`src/rtl/iso_ep_pkg.sv`:
```
package iso_ep_pkg;

    typedef enum logic [2:0] {
        RA_DATA  = 3'd0,
        RA_CTRL  = 3'd1,
        RA_STAT  = 3'd2,
        RA_FLO   = 3'd3,
        RA_FHI   = 3'd4,
        RA_FCNT  = 3'd5
    } reg_addr_e;

    typedef struct packed {
        logic ovr;
        logic done;
        logic sof;
    } status_t;

    localparam int FRAME_W = 11;

    function automatic logic [7:0] frame_hi_byte(input logic [FRAME_W-1:0] f);
        return {5'b0, f[10:8]};
    endfunction

    function automatic logic [7:0] status_byte(input status_t s);
        return {5'b0, s};
    endfunction

endpackage

```
`src/rtl/iso_pkt_buf.sv`:
```
module iso_pkt_buf #(
    parameter int DEPTH = 64,
    localparam int CW = $clog2(DEPTH + 1),
    localparam int IW = $clog2(DEPTH)
) (
    input  logic          clk,
    input  logic          rst,
    input  logic          wr_en,
    input  logic [7:0]    wr_byte,
    input  logic          mark_ready,
    input  logic          recycle,
    input  logic          consume,
    input  logic [IW-1:0] rd_idx,
    output logic [7:0]    rd_byte,
    output logic [CW-1:0] count,
    output logic          valid,
    output logic          overflow
);

    logic [7:0] mem [DEPTH];
    logic       full;
    logic       accept;

    assign full     = (count == CW'(DEPTH));
    assign accept   = wr_en && !valid && !full;
    assign overflow = wr_en && !valid && full;
    assign rd_byte  = mem[rd_idx];

    always_ff @(posedge clk) begin
        if (accept) begin
            mem[count[IW-1:0]] <= wr_byte;
        end
    end

    always_ff @(posedge clk) begin
        if (rst) begin
            count <= '0;
            valid <= 1'b0;
        end else if (recycle) begin
            count <= '0;
            valid <= 1'b0;
        end else begin
            if (accept) begin
                count <= count + CW'(1);
            end
            if (consume) begin
                valid <= 1'b0;
            end else if (mark_ready) begin
                valid <= 1'b1;
            end
        end
    end

endmodule

```
`src/rtl/iso_tx_engine.sv`:
```
module iso_tx_engine #(
    parameter int DEPTH = 64,
    localparam int CW = $clog2(DEPTH + 1),
    localparam int IW = $clog2(DEPTH)
) (
    input  logic          clk,
    input  logic          rst,
    input  logic          in_token,
    input  logic          send_valid,
    input  logic [CW-1:0] send_len,
    input  logic          send_side,
    output logic          consume,
    output logic          done,
    output logic          rd_side,
    output logic [IW-1:0] rd_idx,
    output logic          tx_valid,
    output logic          tx_last,
    output logic          tx_zlp
);

    logic          busy;
    logic [CW-1:0] idx;
    logic [CW-1:0] len;
    logic          accept_tok;
    logic          has_data;

    assign accept_tok = in_token && !busy;
    assign has_data   = send_valid && (send_len != '0);
    assign consume    = accept_tok && send_valid;
    assign tx_valid   = busy;
    assign tx_last    = busy && (idx == len - CW'(1));
    assign done       = tx_last;
    assign rd_idx     = idx[IW-1:0];

    always_ff @(posedge clk) begin
        if (rst) begin
            busy    <= 1'b0;
            idx     <= '0;
            len     <= '0;
            rd_side <= 1'b0;
            tx_zlp  <= 1'b0;
        end else begin
            tx_zlp <= accept_tok && !has_data;
            if (accept_tok && has_data) begin
                busy    <= 1'b1;
                idx     <= '0;
                len     <= send_len;
                rd_side <= send_side;
            end else if (busy) begin
                if (tx_last) begin
                    busy <= 1'b0;
                end else begin
                    idx <= idx + CW'(1);
                end
            end
        end
    end

endmodule

```
`src/rtl/iso_status_regs.sv`:
```
module iso_status_regs
    import iso_ep_pkg::*;
(
    input  logic               clk,
    input  logic               rst,
    input  logic               sof_evt,
    input  logic [FRAME_W-1:0] sof_frame,
    input  logic               done_evt,
    input  logic               ovr_evt,
    input  logic               clr_wr,
    input  status_t            clr_mask,
    output status_t            status,
    output logic [FRAME_W-1:0] frame
);

    always_ff @(posedge clk) begin
        if (rst) begin
            status <= '0;
            frame  <= '0;
        end else begin
            if (sof_evt) begin
                frame <= sof_frame;
            end
            status.sof  <= sof_evt  || (status.sof  && !(clr_wr && clr_mask.sof));
            status.done <= done_evt || (status.done && !(clr_wr && clr_mask.done));
            status.ovr  <= ovr_evt  || (status.ovr  && !(clr_wr && clr_mask.ovr));
        end
    end

endmodule

```
`src/rtl/iso_in_pingpong_ep.sv`:
```
module iso_in_pingpong_ep
    import iso_ep_pkg::*;
#(
    parameter int DEPTH = 64,
    localparam int CW = $clog2(DEPTH + 1),
    localparam int IW = $clog2(DEPTH)
) (
    input  logic        clk,
    input  logic        rst,
    input  logic        reg_wr,
    input  logic [2:0]  reg_addr,
    input  logic [7:0]  reg_wdata,
    output logic [7:0]  reg_rdata,
    input  logic        sof_valid,
    input  logic [10:0] sof_frame,
    input  logic        in_token,
    output logic        tx_valid,
    output logic [7:0]  tx_data,
    output logic        tx_last,
    output logic        tx_zlp,
    output logic        irq_sof
);

    reg_addr_e      addr;
    logic           send_sel;
    logic           fill_sel;
    logic           data_wr;
    logic           ctrl_req;
    logic           stat_wr;
    logic [7:0]     buf_byte [2];
    logic [CW-1:0]  buf_cnt  [2];
    logic [1:0]     buf_valid;
    logic [1:0]     buf_ovf;
    logic           send_valid;
    logic [CW-1:0]  send_len;
    logic [CW-1:0]  fill_cnt;
    logic           eng_consume;
    logic           eng_done;
    logic           eng_side;
    logic [IW-1:0]  eng_idx;
    status_t        status;
    logic [10:0]    frame_q;

    assign addr     = reg_addr_e'(reg_addr);
    assign fill_sel = ~send_sel;
    assign data_wr  = reg_wr && (addr == RA_DATA);
    assign ctrl_req = reg_wr && (addr == RA_CTRL) && reg_wdata[0];
    assign stat_wr  = reg_wr && (addr == RA_STAT);

    always_ff @(posedge clk) begin
        if (rst) begin
            send_sel <= 1'b0;
        end else if (sof_valid) begin
            send_sel <= ~send_sel;
        end
    end

    for (genvar i = 0; i < 2; i++) begin : g_buf
        iso_pkt_buf #(.DEPTH(DEPTH)) u_buf (
            .clk        (clk),
            .rst        (rst),
            .wr_en      (data_wr && (fill_sel == 1'(i))),
            .wr_byte    (reg_wdata),
            .mark_ready (ctrl_req && (fill_sel == 1'(i))),
            .recycle    (sof_valid && (send_sel == 1'(i))),
            .consume    (eng_consume && (send_sel == 1'(i))),
            .rd_idx     (eng_idx),
            .rd_byte    (buf_byte[i]),
            .count      (buf_cnt[i]),
            .valid      (buf_valid[i]),
            .overflow   (buf_ovf[i])
        );
    end

    assign send_valid = buf_valid[send_sel];
    assign send_len   = buf_cnt[send_sel];
    assign fill_cnt   = buf_cnt[fill_sel];

    iso_tx_engine #(.DEPTH(DEPTH)) u_eng (
        .clk        (clk),
        .rst        (rst),
        .in_token   (in_token),
        .send_valid (send_valid),
        .send_len   (send_len),
        .send_side  (send_sel),
        .consume    (eng_consume),
        .done       (eng_done),
        .rd_side    (eng_side),
        .rd_idx     (eng_idx),
        .tx_valid   (tx_valid),
        .tx_last    (tx_last),
        .tx_zlp     (tx_zlp)
    );

    assign tx_data = buf_byte[eng_side];

    iso_status_regs u_stat (
        .clk       (clk),
        .rst       (rst),
        .sof_evt   (sof_valid),
        .sof_frame (sof_frame),
        .done_evt  (eng_done),
        .ovr_evt   (|buf_ovf),
        .clr_wr    (stat_wr),
        .clr_mask  (status_t'(reg_wdata[2:0])),
        .status    (status),
        .frame     (frame_q)
    );

    assign irq_sof = status.sof;

    always_comb begin
        case (addr)
            RA_STAT: reg_rdata = status_byte(status);
            RA_FLO:  reg_rdata = frame_q[7:0];
            RA_FHI:  reg_rdata = frame_hi_byte(frame_q);
            RA_FCNT: reg_rdata = 8'(fill_cnt);
            default: reg_rdata = 8'h00;
        endcase
    end

endmodule

```
`config.mk`:
```
export PLATFORM = sky130hd
export DESIGN_NAME = iso_in_pingpong_ep
export DESIGN_NICKNAME = d
export VERILOG_FILES = /design/src/rtl/iso_ep_pkg.sv /design/src/rtl/iso_pkt_buf.sv /design/src/rtl/iso_tx_engine.sv /design/src/rtl/iso_status_regs.sv /design/src/rtl/iso_in_pingpong_ep.sv
export SDC_FILE = /design/constraint.sdc
export NUM_CORES = 1
export LEC_CHECK = 0
export ABC_CLOCK_PERIOD_IN_PS = 5100
export BUFFER_PORTS_ARGS = -buffer_cell sky130_fd_sc_hd__buf_2
export CELL_PAD_IN_SITES_DETAIL_PLACEMENT = 0
export CELL_PAD_IN_SITES_GLOBAL_PLACEMENT = 2
export CORE_ASPECT_RATIO = 0.75
export CORE_UTILIZATION = 45
export CTS_CLUSTER_SIZE = 10
export DETAILED_ROUTE_END_ITERATION = 8
export GPL_TIMING_DRIVEN = 0
export HOLD_SLACK_MARGIN = 0.15
export PLACE_DENSITY = 0.7
export RECOVER_POWER = 25
export SYNTH_ARGS = -nofsm -noshare
export SYNTH_HDL_FRONTEND = slang
export SYNTH_SLANG_ARGS = --single-unit
```
`constraint.sdc`:
```
create_clock -name clk -period 5.1 [get_ports clk]
set_clock_uncertainty 0.15 [all_clocks]
set_input_delay 0.255 -clock clk [delete_from_list [all_inputs] [get_ports clk]]
set_output_delay 0.255 -clock clk [all_outputs]
set_load 0.01 [all_outputs]
```
# After elaboration in Yosys (flattened, before gate mapping)
# Memory sizes are Yosys's and may differ from the RTL's. A register that Yosys moved wholly into a read port is not among the register bits.
# Index checks and enable logic that the tools add are counted.
# totals
ff_bits	48
ramBits	1024
wordCells	111
n_memories	2
# op_classes
n_addsub	4
order_cmp	4
eq_ne	8
muxes	23
bitwise_logic	5
n_reduce_logical	51
# mem_list
name	depth	word_bits	rd	rd_clocked_by_memory_dff	wr	line	text
g_buf[0].u_buf.mem	64	8	1	1	1	iso_pkt_buf.sv:20	logic [7:0] mem [DEPTH];
g_buf[1].u_buf.mem	64	8	1	1	1	iso_pkt_buf.sv:20	
# op_table
cell	n
$mux W7	6
$pmux W8 S4	1
$logic_and A1 B1 Y1	30
$mux W6	4
$mux W8	3
$add A7 B1 Y7 const B	3
$eq A7 B7 Y1 const B	2
$logic_not A1 Y1	9
$mux W1	9
$reduce_or A2 Y1	4
$eq A7 B7 Y1	1
$reduce_bool A7 Y1	1
$sub A7 B1 Y7 const B	1
$eq A3 B2 Y1 const B	2
$eq A3 B3 Y1 const B	2
$ge A2 B2 Y1 const B	3
$not A1 Y2	3
$reduce_or A3 Y1	2
$eq A3 B1 Y1 const B	1
$logic_not A3 Y1	1
$logic_or A1 B1 Y1	3
$lt A1 B2 Y1 const B	1
$not A1 Y1	2
$reduce_and A2 Y1	1

# Depth between registers and ports, before layout
# Gate-level depths: netlist of run 1.
# depth
ltp_word	9
depth_mapped	9
depth_no_buf	8

# Hierarchy
# A second synthesis of run 1 with hierarchy kept.
# hier_totals
cells_unflattened	2170
hier_area_um2	42693.4
# by_module_without_submodules
module	instances	cells_each	area_each_um2	seq_area_each_um2
iso_pkt_buf (g_buf[1].u_buf)	1	971	20302.0	15534.9
iso_pkt_buf (g_buf[0].u_buf)	1	970	20295.7	15534.9
iso_tx_engine	1	116	1013.5	340.3
iso_in_pingpong_ep	1	65	556.8	20.0
iso_status_regs	1	48	525.5	280.3

# Worst setup path after synthesis of run 1
# No wires, ideal clock.
# synth_path
kind	register to output
startpoint	register (tool-made name)
endpoint	output port tx_data[0]
arrival_ps	2684
slack_ps	2011
stages_incl_launch_ff	7
path_buffers	2
cell_sequence	dfxtp_1 clkbuf_1 buf_1 mux4_2 mux4_2 mux4_2 mux2_2
# synth_rtl
element	line	text
end, declared	iso_in_pingpong_ep.sv:18	output logic [7:0] tx_data,

==> results.sh, run 1 <==
export IMPL_insertion_delay_ns=0.69
export IMPL_synth_enable_flop_cells=1024
export IMPL_drtAntennaViolNets=0
export IMPL_syn_area_um2=42100
export IMPL_cell_variety_after_synth=47
export IMPL_routedWlPerCell_um=31.0
export IMPL_start_util=0.457
export IMPL_grt_pass1_wl_um=152000
export IMPL_finalHoldViolations=0
export IMPL_row_count=96
export IMPL_h_tree_depth=3
export IMPL_final_setup_viol_count=0
export IMPL_cts_setup_buffers=0
export IMPL_die_width_um=355
export IMPL_setup_tns_ns=0
export IMPL_synth_flop_cell="sky130_fd_sc_hd__edfxtp_1"
export IMPL_path_max_fanout=10
export IMPL_fp_coreArea_um2=92100
export IMPL_drt_wl_total_um=107000
export IMPL_cp_end_kind="output pin"
export IMPL_ys_ff_latch=1078
export IMPL_drt_pass1_iterations=9
export IMPL_syn_inst=1947
export IMPL_timing_worst_slew_pin_value_ns=3.10
export IMPL_cts_buffer_depth=3
export IMPL_failed_checks="design-rule violations, max-capacitance violations, max-slew violations"
export IMPL_status="finished with violations"
export IMPL_maxSlewViolCount=747
export IMPL_global_route_overflow_total=0
export IMPL_power_density_nw_per_um2=367
export IMPL_detailedRoute_firstIterationViolations=2658
export IMPL_relSlewSlack=-1.07
export IMPL_gp_congestion=0.808
export IMPL_total_switching_power_mw=3.47
export IMPL_leakagePower_nw=14.3
export IMPL_clock_sinks=1078
export IMPL_drv_cap=12
export IMPL_arrival_ns=4.57
export IMPL_die_y_um=267
export IMPL_min_delay_path_class="primary input to register"
export IMPL_layout_cells_most_common="sky130_fd_sc_hd__edfxtp_1"
export IMPL_worst_setup_path_type="register to output pin"
export IMPL_grt_max_degree=86
export IMPL_power_combinational_fraction=0.015
export IMPL_grt_setup_unrepaired="no"
export IMPL_vdd_ir_drop_max_uv=278
export IMPL_cts_tree="built"
export IMPL_tritoncts_num_buffers=118
export IMPL_syn_to_final_growth_pct=13.1
export IMPL_grt_antenna_before_repair=11
export IMPL_final_net_count=2188
export IMPL_grt_total_usage=0.229
export IMPL_postSynthNetCount=1980
export IMPL_finalPower_mw=17.5
export IMPL_achievable_frequency_mhz=201
export IMPL_post_route_drc_count=4
export IMPL_post_route_min_period_ns=4.97
export IMPL_required_ns=4.70
export IMPL_clock_tree_root_cell="sky130_fd_sc_hd__clkbuf_16"
export IMPL_detail_route_vias_per_cell=5.98
export IMPL_power_share_sequential=0.555
export IMPL_port_buf_inserts=44
export IMPL_yosys_warnings=0
export IMPL_setup_worst_path_start_class="register"
export IMPL_async_flop_share=0
export IMPL_synthesized_area_per_cell_um2=21.6
export IMPL_die_area_um2=94900
export IMPL_clk_transition_reported_paths_ns=0.06
export IMPL_drive_above_1_share=0.254
export IMPL_floorplan_io_pins=47
export IMPL_fill_cells=7193
export IMPL_grt_pass1_vias=20688
export IMPL_netSwitchingFraction=0.198
export IMPL_share_clk_of_total_power=0.429
export IMPL_internal_power_mw=14.0
export IMPL_via_count=20584
export IMPL_synth_sequential_area_ratio=0.755
export IMPL_period_share=0.975
export IMPL_commonest_cells_after_routing_fill_and_taps_aside="1024 x sky130_fd_sc_hd__edfxtp_1, 336 x sky130_fd_sc_hd__mux4_2, 189 x sky130_fd_sc_hd__nor2_1, 119 x sky130_fd_sc_hd__clkbuf_16, 108 x sky130_fd_sc_hd__clkbuf_1"
export IMPL_hpwl_um=71400
-- routing by layer --
metal	up-vias	share of wire	GRT usage
met2	808	0.44	0.326
met5	-	0	0
met3	153	0.091	0.0631
met1	11120	0.45	0.349
met4	0	0.021	0.0555
li1	8503	-	-
-- worst max-delay path, cell delays in order, from the launching register on --
cell and delay, ns:
sky130_fd_sc_hd__dfxtp_1 0.37, sky130_fd_sc_hd__clkdlybuf4s15_1 0.73, sky130_fd_sc_hd__buf_1 0.75, sky130_fd_sc_hd__mux4_2 0.45, sky130_fd_sc_hd__mux4_2 0.53, sky130_fd_sc_hd__mux4_2 0.53, sky130_fd_sc_hd__mux2_2 0.35, sky130_fd_sc_hd__buf_2 0.16
-- layout make-up --
type                            count  area, um2  area share
Multi-Input combinational cell    747       9790       0.205
Buffer                            109        494      0.0104
Clock inverter                      8        103     0.00215
Timing Repair Buffer               88        701      0.0147
Inverter                           13       48.8     0.00102
Sequential cell                  1078      31800       0.668
Clock buffer                      172       3180      0.0666
Tap cell                         1225       1530      0.0321
Antenna cell                        2       5.00    0.000105
-- flip-flops by register name (all words and copies together) (netlist names), named ones only --
| name | flops |
|---|---|
| g_buf.u_buf.mem | 1024 |
| u_stat.frame | 11 |
| u_eng.len | 7 |
| u_eng.rd_side | 1 |
| u_stat.status | 3 |
| u_eng.tx_zlp | 1 |
| u_eng.tx_valid | 1 |
| g_buf.u_buf.valid | 2 |
| g_buf.u_buf.count | 14 |
| send_sel | 1 |
| u_eng.idx | 7 |
-- power by group through the flow --
| stage | registers [mW] | clock network (mW) | logic, mW |
|---|---|---|---|
| final | 9.71 | 7.51 | 0.267 |
| after global routing | 9.71 | 7.92 | 0.288 |
| after CTS | 9.70 | 7.64 | 0.280 |
| after detailed placement | 9.88 | 0 | 0.260 |
| after global placement | 9.89 | 0 | 0.223 |
| after floorplan | 9.88 | 0 | 0.0578 |
-- path summary, 6_finish.rpt --
check | from | to | slack [ns] | cells after the start
max | register | tx_data[2] | 0.13 | 7
min | sof_frame[7] | u_stat.frame[7]$_SDFFE_PP0P_ | 0.19 | 4
max reg2reg | send_sel$_SDFFE_PP0P_ | g_buf[1].u_buf.mem[15][4]$_DFFE_PP_ | 1.13 | 4
min reg2reg | u_stat.frame[7]$_SDFFE_PP0P_ | u_stat.frame[7]$_SDFFE_PP0P_ | 0.35 | 2
-- cells by family (layout without fill, tap and decap cells) --
| family | Yosys count | after routing | share of synthesized area |
|---|---|---|---|
| DFF | 1078 | 1078 | 0.755 |
| xor gates and xnor gates | 20 | 20 | 0.00416 |
| adders and majority gates | 6 | 6 | 0.00178 |
| and+or+nand+nor | 293 | 293 | 0.0301 |
| buffers and inverters | 122 | 390 | 0.0124 |
| other | 0 | 2 | 0 |
| muxes | 371 | 371 | 0.188 |
| AOI/OAI and AO/OA | 57 | 57 | 0.00819 |
-- timing repair --
item / 4_1_cts / 5_1_grt
hold buffers: 36 / 0
endpoints found under the hold margin: 437 / 0
cloned: 0 / 0
resized for setup: 5 / 3
endpoints found under the setup margin: 8 / 1
-- synth_stat cells, types with 6 or more instances --
cell type	count	area [um2]
sky130_fd_sc_hd__edfxtp_1	1024	30700
sky130_fd_sc_hd__mux4_2	336	7570
sky130_fd_sc_hd__nor2_1	189	709
sky130_fd_sc_hd__dfxtp_1	54	1080
sky130_fd_sc_hd__clkbuf_1	50	188
sky130_fd_sc_hd__nand2_1	41	154
sky130_fd_sc_hd__buf_1	29	109
sky130_fd_sc_hd__mux2i_1	25	250
sky130_fd_sc_hd__a21oi_1	20	100
sky130_fd_sc_hd__buf_2	20	100
sky130_fd_sc_hd__o21ai_0	16	80.1
sky130_fd_sc_hd__inv_1	13	48.8
sky130_fd_sc_hd__nand3_1	12	60.1
sky130_fd_sc_hd__xnor2_1	12	105
sky130_fd_sc_hd__mux2_2	10	113
sky130_fd_sc_hd__or3_1	9	56.3
sky130_fd_sc_hd__xor2_1	8	70.1
sky130_fd_sc_hd__nor3_1	7	35.0
sky130_fd_sc_hd__buf_4	6	45.0
sky130_fd_sc_hd__ha_1	6	75.1
-- through the flow --
step / hold slack [ns] / cells / util / cell area (um2) / setup WS (ns)
floorplan: 0.204 / 1947 / - / 42100 / 2.01
global placement: 0.315 / 3216 / 0.477 / 43900 / 0.485
detailed placement: 0.331 / 3224 / 0.479 / 44100 / 0.499
CTS: 0.150 / 3440 / 0.519 / 47800 / 0.0541
global route: 0.207 / 3440 / 0.518 / 47700 / 0.0413
finish: 0.194 / 3442 / 0.518 / 47700 / 0.130
Power figures use the tool's default switching activity.
==> run 2: changes to the inputs <==
Settings changed: REMOVE_ABC_BUFFERS set to 1.
==> results.sh, run 2 (same netlist as run 1, synthesis figures left out) <==
export IMPL_status="finished with violations"
export IMPL_failed_checks="design-rule violations, max-capacitance violations, max-slew violations"
export IMPL_share_clk_of_total_power=0.433
export IMPL_grt_max_degree=97
export IMPL_grt_setup_unrepaired="no"
export IMPL_clk_transition_reported_paths_ns=0.06
export IMPL_detail_route_vias_per_cell=5.85
export IMPL_vdd_ir_drop_max_uv=255
export IMPL_post_route_min_period_ns=4.77
export IMPL_holdPathStages=5
export IMPL_grt_total_usage=0.206
export IMPL_multiInputGateArea_um2=9790
export IMPL_drt_wl_total_um=95400
export IMPL_clock_tree_root_cell="sky130_fd_sc_hd__clkbuf_16"
export IMPL_final_setup_viol_count=0
export IMPL_commonest_cells_after_routing_fill_and_taps_aside="1024 x sky130_fd_sc_hd__edfxtp_1, 336 x sky130_fd_sc_hd__mux4_2, 189 x sky130_fd_sc_hd__nor2_1, 122 x sky130_fd_sc_hd__clkbuf_16, 67 x sky130_fd_sc_hd__clkbuf_1"
export IMPL_worst_path_dominant_cell_family="multiplexers"
export IMPL_timing_critical_path_slowest_cell_delay_ns=0.77
export IMPL_relSlewSlack=-1.06
export IMPL_die_width_um=355
export IMPL_finalHoldViolations=0
export IMPL_drv_cap=14
export IMPL_gp_congestion=0.758
export IMPL_final_cell_area_um2=47800
export IMPL_row_count=96
export IMPL_routedWlPerCell_um=28.3
export IMPL_clock_sinks=1078
export IMPL_layout_cells_most_common="sky130_fd_sc_hd__edfxtp_1"
export IMPL_setup_worst_path_start_class="register"
export IMPL_post_route_drc_count=8
export IMPL_timing_critical_path_cells="buf_16, buf_16, mux4_2, mux4_2, mux4_2, mux2_2, buf_2"
export IMPL_fill_cells=7096
export IMPL_start_util=0.457
export IMPL_setup_tns_ns=0
export IMPL_cp_end_kind="output pin"
export IMPL_final_net_count=2113
export IMPL_netSwitchingFraction=0.195
export IMPL_path_max_fanout=56
export IMPL_r2r_depth=5
export IMPL_total_switching_power_mw=3.42
export IMPL_arrival_ns=4.36
export IMPL_power_combinational_fraction=0.015
export IMPL_timing_critical_path_buf_inv=3
export IMPL_fp_coreArea_um2=92100
export IMPL_power_share_sequential=0.552
export IMPL_maxSlewViolCount=900
export IMPL_global_route_overflow_total=0
export IMPL_timing_worst_slew_pin_value_ns=3.08
export IMPL_post_dp_cell_area_um2=44100
export IMPL_final_util=0.519
export IMPL_achievable_frequency_mhz=210
export IMPL_sequential_cell_area_um2=31800
export IMPL_grt_pass1_wl_um=139000
export IMPL_die_y_um=267
export IMPL_power_density_nw_per_um2=368
export IMPL_grt_antenna_before_repair=7
export IMPL_required_ns=4.70
export IMPL_drt_pass1_iterations=9
export IMPL_max_stage_delay_cell_worst_path="sky130_fd_sc_hd__dfxtp_4"
export IMPL_detailedRoute_firstIterationViolations=2113
export IMPL_tritoncts_num_buffers=118
export IMPL_cts_repair_resized=0
export IMPL_numPlacedInstances=3131
export IMPL_syn_to_final_growth_pct=13.4
export IMPL_drive_above_1_share=0.256
export IMPL_min_delay_path_class="primary input to register"
export IMPL_timing_critical_path_depth=7
export IMPL_grt_pass1_vias=20099
export IMPL_drtAntennaViolNets=0
export IMPL_leakagePower_nw=14.3
export IMPL_internal_power_mw=14.2
export IMPL_post_layout_nonfiller_instances=3371
export IMPL_cp_common_cell="sky130_fd_sc_hd__mux4_2"
export IMPL_cts_tree="built"
export IMPL_cts_buffer_depth=3
export IMPL_period_share=0.935
export IMPL_insertion_delay_ns=0.69
export IMPL_floorplan_io_pins=47
export IMPL_h_tree_depth=3
export IMPL_port_buf_inserts=46
export IMPL_largest_register_ffs=1024
export IMPL_finalPower_mw=17.6
export IMPL_worst_setup_path_type="register to output pin"
export IMPL_die_area_um2=94900
export IMPL_via_count=19735
export IMPL_hpwl_um=58000
[run 2: changes by cell type in the layout (fill, tap and decap cells not counted), moves of 2 or more]
cell	change
sky130_fd_sc_hd__clkbuf_2	-5
sky130_fd_sc_hd__buf_1	-25
sky130_fd_sc_hd__dfxtp_1	-4
sky130_fd_sc_hd__buf_6	-2
sky130_fd_sc_hd__dfxtp_4	+4
sky130_fd_sc_hd__clkbuf_16	+3
sky130_fd_sc_hd__clkbuf_1	-41
sky130_fd_sc_hd__dlygate4sd3_1	+15
sky130_fd_sc_hd__buf_16	+12
sky130_fd_sc_hd__clkinv_8	-3
sky130_fd_sc_hd__buf_2	-18
sky130_fd_sc_hd__buf_4	-4
[run 2: per-stage QoR]
step	hold WS, ns	setup WS (ns)
final	0.238	0.333
after CTS	0.201	0.0300
after global placement	0.319	-13.05
after global routing	0.283	0.240
after floorplan	0.174	-7.62
after detailed placement	0.330	0.629
[run 2: power groups by stage]
stage          Sequential (mW)  Combinational (mW)  Clock (mW)
2_1_floorplan             9.89              0.0457           0
3_3_place_gp              9.90               0.206           0
3_5_place_dp              9.89               0.242           0
4_1_cts                   9.70               0.275        7.77
5_1_grt                   9.71               0.279        8.10
6_report                  9.72               0.255        7.62
[run 2: final timing paths]
| kind | startpoint | end | slack, ns |
|---|---|---|---|
| hold / removal | reg_addr[0] | u_stat.status[2]$_SDFF_PP0_ | 0.24 |
| setup reg to reg | send_sel$_SDFFE_PP0P_ | g_buf[0].u_buf.mem[63][1]$_DFFE_PP_ | 0.65 |
| setup / recovery | register | tx_data[1] | 0.33 |
| hold reg to reg | g_buf[0].u_buf.valid$_SDFFE_PP0P_ | g_buf[0].u_buf.valid$_SDFFE_PP0P_ | 0.34 |
[run 2: cell type report]
cell class / instances / area share
flip-flops and latches: 1078 / 0.666
clock buffers: 181 / 0.0685
clock inverters: 4 / 0.00149
inverters: 13 / 0.00102
repair buffers: 122 / 0.0259
multi-input cells: 747 / 0.205
diodes: 1 / 0.0000523
well taps: 1225 / 0.0321
[run 2: metal layers]
| metal | up-vias | global-route usage | wire, um |
|---|---|---|---|
| li1 | 8359 | - | - |
| met1 | 10600 | 0.324 | 44900 |
| met2 | 642 | 0.290 | 41700 |
| met3 | 134 | 0.0507 | 7010 |
| met4 | 0 | 0.0453 | 1770 |
| met5 | - | 0 | 0 |
[run 2: repair_timing]
action                                  in CTS  in global routing
hold endpoints to repair                   380                  0
hold buffers                                51                  0
endpoints found under the setup margin       8                  7
setup buffers                                1                  2
pin swaps                                    0                  0
cloned                                       0                  0
[run 2: worst register-to-register path, stage by stage (launching register included)]
cell and delay [ns]:
sky130_fd_sc_hd__dfxtp_1 1.04, sky130_fd_sc_hd__inv_1 0.25, sky130_fd_sc_hd__or3_1 0.49, sky130_fd_sc_hd__nor2_1 0.31, sky130_fd_sc_hd__nand3_1 0.79, sky130_fd_sc_hd__nor2_1 1.05
==> run 3: changes to the inputs <==
Settings changed: ABC_CLOCK_PERIOD_IN_PS 5100 to 4790, BUFFER_PORTS_ARGS -buffer_cell sky130_fd_sc_hd__buf_2 to -buffer_cell sky130_fd_sc_hd__buf_4, GPL_ROUTABILITY_DRIVEN set to 0.
Clock period 5.1 ns to 4.79 ns, I/O delays scaled along.
==> results.sh, run 3 (same netlist as run 1, synthesis figures left out) <==
export IMPL_post_route_min_period_ns=4.64
export IMPL_clock_tree_root_cell="sky130_fd_sc_hd__clkbuf_16"
export IMPL_cts_tree="built"
export IMPL_grt_antenna_before_repair=7
export IMPL_drt_wl_total_um=96100
export IMPL_routed_wl_met3_um=7040
export IMPL_clk_transition_reported_paths_ns=0.06
export IMPL_finalHoldViolations=0
export IMPL_maxSlewViolCount=771
export IMPL_vdd_ir_drop_max_uv=320
export IMPL_fp_coreArea_um2=92100
export IMPL_grt_pass1_wl_um=140000
export IMPL_detail_route_vias_per_cell=5.89
export IMPL_period_share=0.968
export IMPL_grt_max_degree=131
export IMPL_layout_cells_most_common="sky130_fd_sc_hd__edfxtp_1"
export IMPL_path_max_fanout=10
export IMPL_final_setup_viol_count=0
export IMPL_failed_checks="design-rule violations, max-capacitance violations, max-slew violations"
export IMPL_drt_pass1_iterations=7
export IMPL_relSlewSlack=-1.07
export IMPL_start_util=0.457
export IMPL_grt_total_usage=0.207
export IMPL_h_tree_depth=3
export IMPL_critical_path_endpoint="g_buf[1].u_buf.mem[15][5]$_DFFE_PP_"
export IMPL_post_route_drc_count=8
export IMPL_drive_above_1_share=0.258
export IMPL_arrival_ns=4.78
export IMPL_routedLengthMet1_um=45100
export IMPL_row_count=96
export IMPL_syn_to_final_growth_pct=13.8
export IMPL_leakagePower_nw=14.3
export IMPL_power_density_nw_per_um2=389
export IMPL_port_buf_inserts=46
export IMPL_clock_sinks=1078
export IMPL_grt_setup_unrepaired="no"
export IMPL_worst_setup_path_type="primary input to register"
export IMPL_finalPower_mw=18.7
export IMPL_insertion_delay_ns=0.69
export IMPL_die_area_um2=94900
export IMPL_status="finished with violations"
export IMPL_worst_r2r_setup_slack_ns=0.45
export IMPL_die_y_um=267
export IMPL_setup_worst_path_start_class="primary input"
export IMPL_setup_worst_path_start="reg_addr[2]"
export IMPL_postLayoutSetupSlackWorst_ns=0.153
export IMPL_detailedRoute_firstIterationViolations=2107
export IMPL_grt_pass1_vias=20149
export IMPL_worstReg2RegEnd="g_buf[0].u_buf.mem[63][1]$_DFFE_PP_"
export IMPL_min_delay_path_class="register to register"
export IMPL_final_net_count=2117
export IMPL_highest_layer="met4"
export IMPL_via_count=19825
export IMPL_drv_cap=8
export IMPL_floorplan_io_pins=47
export IMPL_die_width_um=355
export IMPL_r2r_depth=5
export IMPL_reg2reg_from="send_sel$_SDFFE_PP0P_"
export IMPL_required_ns=4.94
export IMPL_cp_end_kind="register"
export IMPL_commonest_cells_after_routing_fill_and_taps_aside="1024 x sky130_fd_sc_hd__edfxtp_1, 336 x sky130_fd_sc_hd__mux4_2, 188 x sky130_fd_sc_hd__nor2_1, 119 x sky130_fd_sc_hd__clkbuf_16, 58 x sky130_fd_sc_hd__clkbuf_1"
export IMPL_tritoncts_num_buffers=118
export IMPL_timing_worst_slew_pin_value_ns=3.11
export IMPL_global_route_overflow_total=0
export IMPL_achievable_frequency_mhz=216
export IMPL_preCtsSetupSlack_ns=0.397
export IMPL_holdPathStages=2
export IMPL_cts_buffer_depth=3
export IMPL_met2_wirelength_um=42400
export IMPL_hpwl_um=56000
export IMPL_drtAntennaViolNets=0
export IMPL_largest_register_ffs=1024
export IMPL_routedWlPerCell_um=28.5
run 3: cell type report:
| type | instances | area (um2) |
|---|---|---|
| diodes | 1 | 2.50 |
| multi-input cells | 747 | 9800 |
| clock inverters | 8 | 124 |
| inverters | 13 | 48.8 |
| clock buffers | 170 | 3170 |
| well taps | 1225 | 1530 |
| fillers | 7116 | 44200 |
| flip-flops and latches | 1078 | 31800 |
| repair buffers | 126 | 1430 |
run 3: what timing repair did:
item / 4_1_cts / 5_1_grt
cloned: 2 / 0
gates resized for setup: 0 / 1
endpoints found under the setup margin: 8 / 9
setup buffers: 3 / 0
pin swaps: 0 / 0
endpoints found under the hold margin: 45 / 615
hold buffers: 47 / 7
run 3: worst min-delay path by stage:
stage / slack, ns / to / start
3_3_place_gp: 0.32 / u_stat.frame[7]$_SDFFE_PP0P_ / u_stat.frame[7]$_SDFFE_PP0P_
3_5_place_dp: 0.33 / u_stat.frame[7]$_SDFFE_PP0P_ / u_stat.frame[7]$_SDFFE_PP0P_
2_1_floorplan: 0.16 / u_eng.tx_valid$_SDFF_PP0_ / rst
4_1_cts: 0.25 / g_buf[0].u_buf.mem[59][3]$_DFFE_PP_ / reg_wdata[3]
5_1_grt: 0.34 / u_eng.len[2]$_SDFFE_PP0P_ / rst
6_report: 0.35 / u_eng.idx[6]$_SDFFE_PP0P_ / u_eng.idx[6]$_SDFFE_PP0P_
run 3: metal layers:
layer  track usage  up-vias
met3        0.0448      121
li1              -     8371
met4        0.0430        0
met1         0.325    10709
met2         0.297      624
met5             0        -
run 3: per-stage QoR:
step	instance area, um2	instances	hold WS, ns	setup TNS (ns)	util
final	48000	3368	0.347	0	0.521
after global routing	48000	3367	0.342	0	0.520
after CTS	47800	3353	0.254	0	0.519
after detailed placement	44000	3123	0.329	0	0.477
after global placement	43600	3109	0.322	-106.77	0.473
after floorplan	41700	1838	0.159	-63.34	-
run 3: critical path, stage by stage:
cell and delay (ns):
sky130_fd_sc_hd__dlygate4sd3_1 0.53, sky130_fd_sc_hd__buf_4 0.15, sky130_fd_sc_hd__or4b_2 0.67, sky130_fd_sc_hd__dlygate4sd3_1 0.60, sky130_fd_sc_hd__nor3_1 0.55, sky130_fd_sc_hd__nand4_1 0.93
sky130_fd_sc_hd__nor2_1 1.10
run 3: where the power goes:
part	internal, mW	total (mW)	switching [mW]
logic	0.0815	0.283	0.201
registers	10.3	10.3	0.0135
clock network	4.57	8.03	3.46
total	15.0	18.7	3.68
